==> config.mk <==
export PLATFORM = sky130hd
export DESIGN_NAME = irq_gate_ctrl
export DESIGN_NICKNAME = d
export VERILOG_FILES = /design/src/rtl/irq_gate_pkg.sv /design/src/rtl/irq_edge_sync.sv /design/src/rtl/irq_pick_lowest.sv /design/src/rtl/irq_gate_ctrl.sv
export SDC_FILE = /design/constraint.sdc
export NUM_CORES = 1
export LEC_CHECK = 0
export BUFFER_PORTS_ARGS = -buffer_cell sky130_fd_sc_hd__buf_2
export CORE_MARGIN = 2
export CORE_UTILIZATION = 50
export DETAILED_ROUTE_END_ITERATION = 8
export GPL_TIMING_DRIVEN = 0
export PLACE_DENSITY = 0.74
export SLEW_MARGIN = 40
export SYNTH_ARGS = -nofsm -noshare
export SYNTH_HDL_FRONTEND = slang
export SYNTH_SLANG_ARGS = --single-unit
==> constraint.sdc <==
create_clock -name clk -period 1.5 [get_ports clk]
set_input_delay 0.15 -clock clk [delete_from_list [all_inputs] [get_ports clk]]
set_output_delay 0.15 -clock clk [all_outputs]
set_load 0.1 [all_outputs]
==> src/rtl/irq_gate_pkg.sv <==
package irq_gate_pkg;
    typedef enum logic [1:0] {
        ST_IDLE  = 2'd0,
        ST_OFFER = 2'd1,
        ST_ACK   = 2'd2
    } irq_state_t;
endpackage

==> src/rtl/irq_edge_sync.sv <==
module irq_edge_sync #(
    parameter int W      = 16,
    parameter int STAGES = 2
) (
    input  logic         clk,
    input  logic         rst_n,
    input  logic [W-1:0] async_n,
    output logic [W-1:0] fall
);
    logic [STAGES-1:0][W-1:0] pipe_q;
    logic [W-1:0]             prev_q;

    always_ff @(posedge clk) begin
        if (!rst_n) begin
            pipe_q <= '1;
            prev_q <= '1;
        end else begin
            pipe_q[0] <= async_n;
            for (int s = 1; s < STAGES; s++) begin
                pipe_q[s] <= pipe_q[s-1];
            end
            prev_q <= pipe_q[STAGES-1];
        end
    end

    assign fall = prev_q & ~pipe_q[STAGES-1];
endmodule

==> src/rtl/irq_pick_lowest.sv <==
module irq_pick_lowest #(
    parameter int W  = 16,
    parameter int IW = 5
) (
    input  logic [W-1:0]  cand,
    output logic          any,
    output logic [IW-1:0] idx
);
    always_comb begin
        any = |cand;
        idx = '0;
        for (int i = W - 1; i >= 0; i--) begin
            if (cand[i]) idx = IW'(i);
        end
    end
endmodule

==> src/rtl/irq_gate_ctrl.sv <==
module irq_gate_ctrl
    import irq_gate_pkg::*;
#(
    parameter int NUM_LINES   = 16,
    parameter int SYNC_STAGES = 2,
    localparam int VEC_W      = $clog2(NUM_LINES) + 1
) (
    input  logic                 clk,
    input  logic                 rst_n,
    input  logic [NUM_LINES-1:0] req_n,
    input  logic                 nmi_n,
    input  logic                 reg_wr_en,
    input  logic                 reg_wr_sel,
    input  logic [NUM_LINES-1:0] reg_wr_data,
    input  logic                 gdis_set,
    input  logic                 gdis_clr,
    input  logic                 take_i,
    output logic                 irq_pending,
    output logic [VEC_W-1:0]     vec_idx,
    output logic                 iack_n,
    output logic                 gdis_o
);
    localparam logic [VEC_W-1:0] NMI_VEC = VEC_W'(NUM_LINES);

    irq_state_t             state_q, state_d;
    logic [VEC_W-1:0]       vec_q, vec_d;
    logic [NUM_LINES-1:0]   flag_q, mask_q, line_fall, take_clr, wr_clr;
    logic                   nmi_q, nmi_fall, gdis_q, take_ok;
    logic                   cand_any;
    logic [VEC_W-1:0]       cand_idx;

    irq_edge_sync #(.W(NUM_LINES), .STAGES(SYNC_STAGES)) u_line_sync (
        .clk(clk), .rst_n(rst_n), .async_n(req_n), .fall(line_fall)
    );

    irq_edge_sync #(.W(1), .STAGES(SYNC_STAGES)) u_nmi_sync (
        .clk(clk), .rst_n(rst_n), .async_n(nmi_n), .fall(nmi_fall)
    );

    irq_pick_lowest #(.W(NUM_LINES), .IW(VEC_W)) u_pick (
        .cand(flag_q & mask_q & {NUM_LINES{~gdis_q}}),
        .any(cand_any),
        .idx(cand_idx)
    );

    assign take_ok = (state_q == ST_OFFER) && take_i;
    assign wr_clr  = (reg_wr_en && !reg_wr_sel) ? reg_wr_data : '0;

    for (genvar g = 0; g < NUM_LINES; g++) begin : g_clr
        assign take_clr[g] = take_ok && (vec_q == VEC_W'(g));
    end

    // pending flags, enable register, non-maskable latch, global disable
    always_ff @(posedge clk) begin
        if (!rst_n) begin
            flag_q <= '0;
            mask_q <= '0;
            nmi_q  <= 1'b0;
            gdis_q <= 1'b1;
        end else begin
            flag_q <= (flag_q & ~wr_clr & ~take_clr) | line_fall;
            if (reg_wr_en && reg_wr_sel) mask_q <= reg_wr_data;
            nmi_q  <= (nmi_q && !(take_ok && vec_q == NMI_VEC)) || nmi_fall;
            if (take_ok || gdis_set) gdis_q <= 1'b1;
            else if (gdis_clr)       gdis_q <= 1'b0;
        end
    end

    // next-state logic
    always_comb begin
        state_d = state_q;
        vec_d   = vec_q;
        unique case (state_q)
            ST_IDLE: begin
                if (nmi_q) begin
                    state_d = ST_OFFER;
                    vec_d   = NMI_VEC;
                end else if (cand_any) begin
                    state_d = ST_OFFER;
                    vec_d   = cand_idx;
                end
            end
            ST_OFFER: if (take_i) state_d = ST_ACK;
            ST_ACK:   state_d = ST_IDLE;
            default:  state_d = ST_IDLE;
        endcase
    end

    // state register
    always_ff @(posedge clk) begin
        if (!rst_n) begin
            state_q <= ST_IDLE;
            vec_q   <= '0;
        end else begin
            state_q <= state_d;
            vec_q   <= vec_d;
        end
    end

    // outputs
    always_comb begin
        irq_pending = (state_q == ST_OFFER);
        iack_n      = (state_q != ST_ACK);
        vec_idx     = vec_q;
        gdis_o      = gdis_q;
    end
endmodule

==> key figures <==
Logic synthesis
  • Synth warn: 0
  • Post-synth top flop: dfxtp_1
  • Synth cell types: 40
  • Synth Register Bits: 92
  • Syn_area_per_cell: between 9 and 10 um^2
  • Post-synth ARST share: 0%
  • Post-synthesis cell count: approximately 360
  • Netlist Area Pre-Place: about 3400 um^2
  • Syn nets: around 400
  • Sequential-to-total area share from yosys stat: between 50 and 60%
  • EDFF count, synth: 0

Clock network
  • Clock buffer depth: 2
  • H-tree Lvls: 3
  • Sink Count: 92
  • CTS tree: done
  • Root Buffer: clkbuf_8
  • Worst-Skew Late Latency: approximately 0.35 ns
  • CTS buffer count: 9
  • Clock transition at path regs: around 0.090 ns

Floorplanning
  • Core area: ~6400 um^2
  • I/O pin count: 48
  • Die area: ~7400 um^2
  • Die width: ~86 um
  • FP Rows: 29
  • Chip height: around 86 um
  • Initial core utilization: 52.2%

STA
  • Final Cycle Share: 106%
  • Setup TNS: -0.110 ns
  • Fmax: approximately 0.63 GHz
  • Period minus WS final: approximately 1.6 ns
  • Final setup margin: -0.0874 ns
  • Worst-margin pin slew: approximately 0.57 ns
  • Slew HR: approximately three fifths
  • # setup viols final: 2
  • Hold Violations, Final: 0
  • Max Slew Vio Count: 0
  • Clock skew: around 0.0074 ns
  • Unrepaired setup endpoints after global routing: yes
  • Hold Worst Slack: about 0.019 ns

Critical path
  • CP Launch Point: mask_q[13]
  • Critical Path Source Type: flip-flop
  • Required time worst endpoint: 1.74 ns
  • WS Path Type: flip-flop to flip-flop
  • Max Fanout on Critical Path: 3
  • CP Data Arrival Time: 1.83 ns
  • FF-to-FF Start: mask_q[13]
  • Crit end category: flip-flop

Hold path
  • Hold Crit Start: gdis_set
  • Class of the worst hold path: input port to flip-flop

Outcome
  • Failing checks: DRC, setup timing
  • Status: complete, but fails checks

Detailed routing
  • Drt first pass iters: 7
  • Antenna Violating Nets Remaining: 0
  • Drt wl/cell: 13.4 um
  • Initial DRC count: ~230
  • DRT Wirelength: around 7000 um
  • Drt drc: 3
  • Total number of vias: between 2000 and 3000
  • Vias per cell: about 5

Global route
  • Antenna violations before repair: 0
  • Largest net degree at the start of global routing: 17
  • Total GRT Usage: 20.2%
  • GRT Residual Overflow: 0
  • First-pass GRT wire length: ~11000 um
  • Vias in the first global route: between 2000 and 3000

Final layout
  • P&R area growth vs syn: 27.2%
  • Final nets: 480
  • Fin cells: roughly 520
  • Ant. Diodes: 0
  • Layout cells sized above 1: a little under a quarter
  • Fill cells: 516

Placed design
  • Cells after DPL: 481
  • GPL Wtd Cong: 0.812
  • DP Worst Slack: -0.111 ns
  • DP HPWL: approximately 5000 um
  • IO Port Bufs: 46

Power
  • PnR Total Power: 4.87 mW
  • Power Density: between 1000 and 1500 nW/um^2
  • VDD IR max: roughly 0.66 mV
  • P_leak: about 1.8 nW

Job
  • Maxcap violations: 0
## cell type report
type / count / area [um^2] / area share (%)
multi-input cells: 230 / 1440 / 33.8
clock inverters: 6 / 93.8 / 2.20
inverters: 18 / 70.1 / 1.64
well taps: 77 / 96.3 / 2.26
plain buffers: 18 / 92.6 / 2.17
repair buffers: 71 / 469 / 11.0
flip-flops and latches: 92 / 1860 / 43.7
clock buffers: 10 / 138 / 3.23
## where the power goes
part | internal, mW | total (mW) | switching, mW
clock network | 0.999 | 1.87 | 0.870
logic | 0.180 | 0.401 | 0.221
registers | 2.54 | 2.60 | 0.0562
total | 3.72 | 4.87 | 1.15
## worst paths after layout
path	to	slack, ns	cells after the start
setup / recovery	vec_idx[1]	-0.09	6
hold / removal	gdis_o	0.02	3
setup reg to reg	vec_idx[1]	-0.09	6
hold reg to reg	u_line_sync.pipe_q[27]	0.40	1
## placed cells by master, fill, tap and decap left out, types with 2 or more instances in the layout
cell / count
buf_2: 45
nor2_1: 4
dfxtp_2: 8
nand3b_1: 2
a21boi_0: 17
o2111ai_1: 10
clkbuf_1: 15
nand3_1: 6
nand2_1: 66
dfxtp_1: 81
a32o_1: 3
inv_1: 17
inv_6: 2
a211oi_1: 3
o21ai_0: 8
nand4_1: 5
nand2b_1: 54
bufinv_16: 2
dfxtp_4: 3
clkbuf_8: 11
a21boi_1: 2
or3b_4: 2
buf_4: 7
o2111ai_2: 4
dlygate4sd3_1: 18
o21ai_1: 12
a21oi_1: 5
a22oi_2: 4
buf_6: 3
## logic make-up (layout without fill, tap and decap cells)
| kind of cell | count (synthesis) | after routing | synth area share, % |
|---|---|---|---|
| AO/OA/AOI/OAI | 79 | 79 | 17.5 |
| AND/OR/NAND/NOR | 151 | 151 | 23.5 |
| buffers and inverters | 36 | 123 | 4.11 |
| flip-flops | 92 | 92 | 54.9 |
## state kept, by name, summed over array words and instances (netlist names)
register            cells
flag_q                 16
gdis_o                  1
mask_q                 16
nmi_q                   1
state_q                 2
u_line_sync.pipe_q     32
u_line_sync.prev_q     16
u_nmi_sync.pipe_q       2
u_nmi_sync.prev_q       1
vec_idx                 5
## cell usage after synthesis (3+ instances only)
library cell / number / area share, %
a21boi_0: 18 / 4.0
o2111ai_1: 14 / 3.7
a211oi_1: 3 / 0.67
a21oi_1: 6 / 0.90
nand2b_1: 54 / 10
a22oi_2: 3 / 1.1
nand2_1: 67 / 7.5
inv_1: 18 / 2.0
nor2_1: 4 / 0.45
o21ai_0: 19 / 2.8
nand3_1: 6 / 0.90
nand4_1: 5 / 0.93
dfxtp_1: 92 / 55
a32o_1: 3 / 0.90
clkbuf_1: 16 / 1.8
## metal layers
layer | GRT usage [%] | wire length (um) | vias to the layer above
met3 | 4.23 | 364 | 19
met1 | 22.9 | 3030 | 1187
li1 | - | - | 1379
met2 | 35.1 | 3380 | 91
met5 | 0 | 0 | -
met4 | 11.4 | 203 | 0
## worst max-delay path, stage by stage (launching register included)
cell	delay [ns]
dfxtp_2	0.34
a22oi_2	0.19
nor2_1	0.07
a211o_1	0.34
or3b_1	0.37
nand4_1	0.10
a21boi_1	0.06
## what timing repair did
action / CTS / global route
setup buffers: 5 / 2
pin swaps: 7 / 11
setup endpoints to repair: 7 / 15
hold buffers: 18 / 0
resized for setup: 9 / 14
hold endpoints to repair: 18 / 0
## stage by stage
step	cell area, um^2	utilization [%]
6_report	4260	66.4
5_1_grt	4260	66.4
4_1_cts	4210	65.6
3_5_place_dp	3750	58.3
3_3_place_gp	3750	58.3
2_1_floorplan	3420	-
No activity file was read; power rests on OpenSTA's default activity.
